==> config.mk <==
export PLATFORM = sky130hd
export DESIGN_NAME = fwd_sr_gate
export DESIGN_NICKNAME = d
export VERILOG_FILES = /design/src/rtl/fwd_sr_pkg.sv /design/src/rtl/fwd_sr_arm.sv /design/src/rtl/fwd_sr_offline.sv /design/src/rtl/fwd_sr_tuner.sv /design/src/rtl/fwd_sr_gate.sv
export SDC_FILE = /design/constraint.sdc
export NUM_CORES = 1
export LEC_CHECK = 0
export BUFFER_PORTS_ARGS = -buffer_cell sky130_fd_sc_hd__buf_2
export CORE_MARGIN = 1
export CORE_UTILIZATION = 42
export CTS_CLUSTER_SIZE = 16
export DETAILED_ROUTE_END_ITERATION = 6
export PLACE_DENSITY = 0.64
export SYNTH_ARGS = -nofsm -noshare
export SYNTH_HDL_FRONTEND = slang
export SYNTH_HIERARCHICAL = 1
export SYNTH_SLANG_ARGS = --single-unit
==> constraint.sdc <==
create_clock -name clk -period 2.14 [get_ports clk]
set_input_delay 0.107 -clock clk [delete_from_list [all_inputs] [get_ports clk]]
set_output_delay 0.107 -clock clk [all_outputs]
set_load 0.01 [all_outputs]
==> src/rtl/fwd_sr_pkg.sv <==
package fwd_sr_pkg;

    // Number of stages in the turn-off delay line
    localparam int TAP_COUNT = 16;

    // Sampled comparator flags, bundled
    typedef struct packed {
        logic drain_hi;
        logic diode_on;
        logic gate_lo;
        logic fw_hi;
    } sense_t;

    // Per-period adjustment of the turn-off delay
    typedef enum logic [1:0] {
        ADJ_HOLD = 2'd0,
        ADJ_UP   = 2'd1,
        ADJ_DOWN = 2'd2
    } adj_e;

    function automatic adj_e pick_adj(input logic period_edge, input logic late_seen);
        if (!period_edge) return ADJ_HOLD;
        return late_seen ? ADJ_UP : ADJ_DOWN;
    endfunction

endpackage

==> src/rtl/fwd_sr_arm.sv <==
module fwd_sr_arm
    import fwd_sr_pkg::*;
(
    input  logic   clk,
    input  logic   load,
    input  sense_t sense,
    output logic   armed,
    output logic   fire
);

    always_ff @(posedge clk) begin
        if (load)
            armed <= 1'b0;
        else if (sense.diode_on)
            armed <= 1'b0;
        else if (sense.drain_hi)
            armed <= 1'b1;
    end

    assign fire = sense.diode_on & armed;

    // arming needs the slow high-drain flag one edge earlier
    assert_arm_source_R2: assert property (@(posedge clk) disable iff (load)
        $rose(armed) |-> $past(sense.drain_hi));

    // a diode event always leaves the latch disarmed
    assert_diode_disarms_R4: assert property (@(posedge clk) disable iff (load)
        sense.diode_on |=> !armed);

endmodule

==> src/rtl/fwd_sr_offline.sv <==
module fwd_sr_offline #(
    parameter int TAPS = 16,
    localparam int SW = $clog2(TAPS)
) (
    input  logic          clk,
    input  logic          load,
    input  logic          pwm,
    input  logic [SW-1:0] sel,
    output logic          kill,
    output logic          rise
);

    logic            pwm_q;
    logic [TAPS-2:0] fall_sr;
    logic            fall_now;
    logic [TAPS-1:0] stage;

    assign fall_now = pwm_q & ~pwm;
    assign rise     = ~pwm_q & pwm;
    assign stage    = {fall_sr, fall_now};
    assign kill     = stage[sel];

    always_ff @(posedge clk) begin
        if (load) begin
            pwm_q   <= 1'b0;
            fall_sr <= '0;
        end else begin
            pwm_q   <= pwm;
            fall_sr <= stage[TAPS-2:0];
        end
    end

endmodule

==> src/rtl/fwd_sr_tuner.sv <==
module fwd_sr_tuner
    import fwd_sr_pkg::*;
#(
    parameter int TAPS = 16,
    localparam int SW = $clog2(TAPS),
    localparam logic [SW-1:0] TOP = SW'(TAPS - 1)
) (
    input  logic          clk,
    input  logic          load,
    input  logic          rise,
    input  logic          late,
    output logic [SW-1:0] sel
);

    logic late_seen;
    adj_e adj;

    assign adj = pick_adj(rise, late_seen);

    always_ff @(posedge clk) begin
        if (load) begin
            sel       <= '0;
            late_seen <= 1'b0;
        end else begin
            late_seen <= rise ? late : (late_seen | late);
            unique case (adj)
                ADJ_UP:   if (sel != TOP) sel <= sel + 1'b1;
                ADJ_DOWN: if (sel != '0)  sel <= sel - 1'b1;
                default:  ;
            endcase
        end
    end

    // the setting moves only on a period edge
    assert_step_on_rise_R7: assert property (@(posedge clk) disable iff (load)
        !rise |=> $stable(sel));

    // a late period moves the setting up by one
    assert_step_up_R7: assert property (@(posedge clk) disable iff (load)
        (rise && late_seen && sel != TOP) |=> sel == SW'($past(sel) + 1'b1));

    // ceiling holds
    assert_ceiling_R8: assert property (@(posedge clk) disable iff (load)
        (rise && late_seen && sel == TOP) |=> sel == TOP);

    // floor holds
    assert_floor_R9: assert property (@(posedge clk) disable iff (load)
        (rise && !late_seen && sel == '0) |=> sel == '0);

endmodule

==> src/rtl/fwd_sr_gate.sv <==
module fwd_sr_gate
    import fwd_sr_pkg::*;
#(
    parameter int TAPS = TAP_COUNT,
    localparam int SW = $clog2(TAPS)
) (
    input  logic clk,
    input  logic load,
    input  logic pwm,
    input  logic drain_hi,
    input  logic diode_on,
    input  logic gate_lo,
    input  logic fw_drain_hi,
    output logic gate_cmd
);

    sense_t        sense;
    logic          armed;
    logic          fire;
    logic          kill;
    logic          rise;
    logic [SW-1:0] sel;
    logic          gate_q;

    assign sense = '{drain_hi: drain_hi, diode_on: diode_on,
                     gate_lo: gate_lo, fw_hi: fw_drain_hi};

    fwd_sr_arm u_arm (
        .clk   (clk),
        .load  (load),
        .sense (sense),
        .armed (armed),
        .fire  (fire)
    );

    fwd_sr_offline #(.TAPS(TAPS)) u_off (
        .clk  (clk),
        .load (load),
        .pwm  (pwm),
        .sel  (sel),
        .kill (kill),
        .rise (rise)
    );

    fwd_sr_tuner #(.TAPS(TAPS)) u_tune (
        .clk  (clk),
        .load (load),
        .rise (rise),
        .late (sense.gate_lo & sense.fw_hi),
        .sel  (sel)
    );

    // Gate latch: turn-off outranks turn-on
    always_ff @(posedge clk) begin
        if (load)
            gate_q <= 1'b0;
        else if (kill)
            gate_q <= 1'b0;
        else if (fire)
            gate_q <= 1'b1;
    end

    assign gate_cmd = gate_q;

    // initialisation turns the gate off
    assert_load_off_R1: assert property (@(posedge clk)
        load |=> !gate_cmd);

    // every turn-on comes from an armed diode event
    assert_turnon_cause_R4: assert property (@(posedge clk) disable iff (load)
        $rose(gate_cmd) |-> $past(fire));

    // the gate holds until a turn-off event
    assert_hold_on_R5: assert property (@(posedge clk) disable iff (load)
        (gate_cmd && !kill) |=> gate_cmd);

    // a turn-off event always wins
    assert_kill_wins_R10: assert property (@(posedge clk) disable iff (load)
        kill |=> !gate_cmd);

endmodule

# After elaboration in Yosys (flattened, before gate mapping)
# Cells that the tools add are included.
# W data, S select, Z words.
dict set report classes {
  bitwise_logic 7
  n_lt_le_gt_ge 1
  addsub 2
  eq_ne 5
  reduce_logical 5
  mux 8
}
# operator count
set ops {}
lappend ops {{$mux W4} 2}
lappend ops {{$pmux W4 S2} 1}
lappend ops {{$lt A4 B5 Y1 const B} 1}
lappend ops {{$add A4 B1 Y4 const B} 1}
lappend ops {{$and A1 B1 Y1} 4}
lappend ops {{$bmux W1 S4} 1}
lappend ops {{$mux W2} 2}
lappend ops {{$ne A2 B1 Y1 const B} 2}
lappend ops {{$ne A4 B4 Y1 const B} 1}
lappend ops {{$reduce_bool A4 Y1} 1}
lappend ops {{$reduce_or A2 Y1} 2}
lappend ops {{$sub A4 B1 Y4 const B} 1}
lappend ops {{$reduce_and A3 Y1} 1}
lappend ops {{$eq A2 B1 Y1 const B} 1}
lappend ops {{$eq A2 B2 Y1 const B} 1}
lappend ops {{$mux W1} 2}
lappend ops {{$not A1 Y1} 2}
lappend ops {{$reduce_bool A2 Y1} 1}
lappend ops {{$or A1 B1 Y1} 1}
dict set report totals {
  register_bits 23
  out_inout_bits 1
}

# Longest topological paths before layout
dict set report depth {
  depth_word 6
  ltp_mapped 8
  ltp_nobuf 8
}

# Hierarchy
# Netlist, hierarchy kept.
# mod instances cells_per_inst area_per_inst_um2
set by_module_without_submodules {}
lappend by_module_without_submodules {fwd_sr_offline 1 48 585.6}
lappend by_module_without_submodules {fwd_sr_tuner 1 30 271.5}
lappend by_module_without_submodules {fwd_sr_arm 1 4 40.0}
lappend by_module_without_submodules {fwd_sr_gate 1 4 40.0}

# Worst setup path after synthesis
# No wires, ideal clock.
dict set report synth_path {
  path_kind {register to register}
  from {register u_off.pwm_q}
  to {register u_tune.sel[2]}
  n_path_buf 0
  period_less_slack_ns 1.669
  required_ns 2.017
  slack_ns 0.471
  arrival_ns 1.546
  stages_incl_launch_ff 9
  cell_sequence {dfxtp_1 nor2b_1 nand2b_2 xnor2_1 ha_1 nor2_1 mux2_2 nand3b_1 mux2_1}
}
dict set report synth_between {
  elab_chain_len 6
}
# item line
set synth_rtl {}
lappend synth_rtl {{start: declaration} fwd_sr_offline.sv:13} ;# logic pwm_q;
lappend synth_rtl {{start signal: assignment} fwd_sr_offline.sv:28} ;# pwm_q <= pwm;
lappend synth_rtl {{$not A1 Y1 *} fwd_sr_offline.sv:19} ;# assign rise = ~pwm_q & pwm;
lappend synth_rtl {{$and A1 B1 Y1 *} fwd_sr_offline.sv:19}
lappend synth_rtl {{named net rise} fwd_sr_gate.sv:21} ;# logic rise;
lappend synth_rtl {{$mux W2 *} fwd_sr_pkg.sv:23} ;# return late_seen ? ADJ_UP : ADJ_DOWN;
lappend synth_rtl {{$eq A2 B2 Y1 or $eq A2 B1 Y1 (tied branches)} fwd_sr_tuner.sv:26} ;# unique case (adj)
lappend synth_rtl {{$ne A2 B1 Y1 (no source line) or $reduce_bool A2 Y1 (tied branches)} --}
lappend synth_rtl {{$reduce_and A3 Y1 (no source line)} --}
lappend synth_rtl {{end signal: assignment} fwd_sr_tuner.sv:27} ;# ADJ_UP: if (sel != TOP) sel <= sel + 1'b1;
lappend synth_rtl {{end signal: assignment} fwd_sr_tuner.sv:28} ;# ADJ_DOWN: if (sel != '0) sel <= sel - 1'b1;
lappend synth_rtl {{end: declaration} fwd_sr_tuner.sv:12} ;# output logic [SW-1:0] sel
# Mark *: on every way through the listed nets, which the timed path passes. The rest lies on a longest branch.
# A chain may end at the register's enable or synchronous reset.

# Worst setup path in the final report
dict set report layout_path {
  from {input port pwm}
  to {register u_tune.sel[2]}
}
dict set report layout_between {
  elab_chain_len 5
}
# item line
set layout_rtl {}
lappend layout_rtl {{start: declaration} fwd_sr_gate.sv:9} ;# input logic pwm,
lappend layout_rtl {{$and A1 B1 Y1 *} fwd_sr_offline.sv:19}
lappend layout_rtl {{named net rise} fwd_sr_gate.sv:21}
lappend layout_rtl {{$mux W2 *} fwd_sr_pkg.sv:23}
lappend layout_rtl {{$eq A2 B2 Y1 or $eq A2 B1 Y1 (tied branches)} fwd_sr_tuner.sv:26}
lappend layout_rtl {{$ne A2 B1 Y1 (no source line) or $reduce_bool A2 Y1 (tied branches)} --}
lappend layout_rtl {{$reduce_and A3 Y1 (no source line)} --}
# Marked as above.

==> impl_metrics.env <==
export IMPL_cp_start_kind="input port"
export IMPL_worstPathMaxFanout=4
export IMPL_ios=8
export IMPL_relSlewSlack_pct=70.7
export IMPL_ys_seq_area_share_pct=49.1
export IMPL_die_height_um=49.2
export IMPL_clock_latency_ps=320
export IMPL_clkPwrFrac_pct=28.6
export IMPL_route_detailed_drc=0
export IMPL_synth_ff_type="dfxtp_1"
export IMPL_combPwrFrac_pct=8.5
export IMPL_ys_ff_latch=23
export IMPL_vias=626
export IMPL_use_met3_pct=5.61
export IMPL_dr_pass1_iters=3
export IMPL_cts_buffer_depth=2
export IMPL_fin_crit_ps=1960
export IMPL_netlist_area_um2=937
export IMPL_synth_edf_count=0
export IMPL_async_flop_share_pct=0
export IMPL_synth_area_per_cell_um2=10.9
export IMPL_hold_class="in2reg"
export IMPL_r2r_end="u_tune/sel[2]"
export IMPL_power_w=0.000710
export IMPL_dp_hpwl_um=986
export IMPL_hold_viol_final=0
export IMPL_whs_endpoint="u_arm/armed"
export IMPL_crit_path_start="pwm"
export IMPL_antenna_cells=0
export IMPL_tightest_slew_ps=439
export IMPL_globalplace_congestion=0.696
export IMPL_wl_per_cell_um=11.9
export IMPL_numCtsBuffers=3
export IMPL_die_x_um=49.2
export IMPL_fillers=192
export IMPL_busiest_layer="met2"
export IMPL_intPower_w=0.000539
export IMPL_clock_sinks=23
export IMPL_fmax_ghz=0.509
export IMPL_critPathRequiredTime_ps=2350
export IMPL_clk_pin_slew_ps=120
export IMPL_core_um2=2020
export IMPL_num_rows=16
export IMPL_via_per_inst=5.05
export IMPL_seq_power_share_pct=62.8
export IMPL_max_cap_violations=0
export IMPL_r2r_slack_ps=290
export IMPL_start_util_pct=46.3
export IMPL_end_kind="flip-flop"
export IMPL_rsz0062_at_grt="false"
export IMPL_met1_usage_pct=18.4
export IMPL_ir_drop_mv=0.469
export IMPL_hold_path_cell_count=3
export IMPL_syn_num_nets=94
export IMPL_fin_tns_setup_ps=0
export IMPL_setup_violations=0
export IMPL_fin_skew_ps=7.14
export IMPL_dieArea_um2=2420
export IMPL_hp_start="drain_hi"
export IMPL_antenna_found_initial=0
export IMPL_critical_path_arrival_ps=2180
export IMPL_yosysWarnings=6
export IMPL_period_share_pct=91.7
export IMPL_power_density_nw_per_um2=682
export IMPL_path_class="in2reg"
export IMPL_synth_cells=86
export IMPL_routed_wl_um=1470
export IMPL_first_global_vias=591
export IMPL_port_buffer_count=7
export IMPL_grt_first_pass_wirelength_um=2610
export IMPL_htree_num_levels=1
export IMPL_drv_slew=0
export IMPL_worst_r2r_path_depth=8
export IMPL_status="complete, no violations"
export IMPL_design_area_um2=1040
export IMPL_dpl_instance_area_um2=991
export IMPL_p_sw_share_pct=24.0
export IMPL_grt_max_degree=25
export IMPL_nets=106
export IMPL_cts_tree="built"
export IMPL_clockRootBuffer="clkbuf_4"
export IMPL_overflow=0
export IMPL_drtAntennaViolNets=0
export IMPL_reg2reg_from="u_off/pwm_q"
export IMPL_grt_use_total_pct=14.8
export IMPL_drive_gt1_share_pct=17.5
export IMPL_power_switching_w=0.000171
export IMPL_synthDistinctLibCells=29
export IMPL_grt_util_met2_pct=20.8
export IMPL_drtIter0Drc=1
export IMPL_total_leakage_power_nw=0.399
export IMPL_syn2layout_area_growth_pct=11.1
-- per-stage QoR --
step / setup WS, ps / utilization (%) / instances / hold WS, ps
floorplan: 471 / - / 86 / 176
global placement: 398 / 49.0 / 118 / 289
detailed placement: 331 / 49.0 / 118 / 287
CTS: 201 / 51.5 / 124 / 17.3
global route: 25.4 / 51.5 / 124 / 23.6
finish: 177 / 51.5 / 124 / 27.1
-- state kept, by name, indices dropped and copies added, names as in the netlist --
register	cells
u_tune/late_seen	1
gate_cmd	1
u_tune/sel	4
u_off/pwm_q	1
u_arm/armed	1
u_off/fall_sr	15
-- cells by family (layout without fill, tap and decap cells) --
kind of cell / after synthesis / count (layout) / synth area share [%]
xor+xnor: 1 / 1 / 0.935
flops: 23 / 23 / 49.1
compound gates: 10 / 10 / 6.54
mux: 6 / 6 / 11.9
fa+ha+maj: 1 / 1 / 1.33
simple gates: 41 / 41 / 27.8
buf+inv: 4 / 15 / 2.40
-- critical path: stages --
cell,delay [ps]
dlygate4sd3_1,520
buf_2,120
nor2b_1,240
nand2b_2,130
xnor2_1,150
ha_1,180
nor2_1,40
mux2_2,270
nand3b_1,90
mux2_1,320
-- how the worst max path moves through the flow --
| stage | to | cells after the start | slack (ps) |
|---|---|---|---|
| 6_report | u_tune/sel[2] | 10 | 180 |
| 5_1_grt | u_tune/sel[2] | 10 | 30 |
| 4_1_cts | u_tune/sel[2] | 10 | 200 |
| 3_5_place_dp | u_tune/sel[2] | 8 | 330 |
| 3_3_place_gp | u_tune/sel[2] | 8 | 400 |
| 2_1_floorplan | u_tune/sel[2] | 8 | 470 |
-- cells in the mapped netlist, types with 2 or more instances --
library cell  instances  area share (%)
a21oi_1               5             2.7
and2_1                2             1.3
dfxtp_1              23              49
inv_1                 2            0.80
mux4_1                3             8.4
nand2_1               3             1.2
nand2b_1              2             1.3
nand3b_1              2             1.6
nor2_1                5             2.0
nor2b_1              17              11
nor3_2                3             3.2
or3_1                 2             1.3
-- cell type report --
class	instances	area [um2]	area share (%)
Clock buffer	3	22.5	2.16
Inverter	2	7.51	0.721
Timing Repair Buffer	9	55.1	5.29
Multi-Input combinational cell	59	454	43.6
Tap cell	27	33.8	3.25
Clock inverter	1	7.51	0.721
Sequential cell	23	460	44.2
-- timing repair --
item	4_1_cts	5_1_grt
gates resized for setup	0	0
endpoints found under the hold margin	2	0
setup buffers	0	0
hold buffers	2	0
-- per-layer routing --
layer | wire (um) | part of all wire (%)
met5 | 0 | 0
met4 | 43 | 2.9
met3 | 59 | 4.0
met2 | 635 | 43
met1 | 735 | 50
-- placed cells by master, fill, tap and decap left out, drive strengths merged --
cell type    count
nand3b           2
nor2             5
mux4             3
mux2i            1
or2b             1
mux2             2
xnor2            1
a221o            1
nor3             3
dfxtp           23
clkinvlp         1
nand2b           3
ha               1
clkbuf           3
and2             2
dlygate4sd3      2
o21ai            1
buf              7
or3b             1
or3              2
nand2            3
inv              2
nor3b            1
nor2b           17
a21oi            6
a31oi            1
o22ai            1
and4             1
-- power groups by stage --
stage | clock (W) | sequential [W] | combinational, W
5_1_grt | 0.000233 | 0.000448 | 0.0000679
3_5_place_dp | 0 | 0.000456 | 0.0000578
4_1_cts | 0.000214 | 0.000446 | 0.0000607
2_1_floorplan | 0 | 0.000452 | 0.0000433
3_3_place_gp | 0 | 0.000456 | 0.0000564
6_report | 0.000203 | 0.000446 | 0.0000606
No activity file was read; power rests on OpenSTA's default activity.
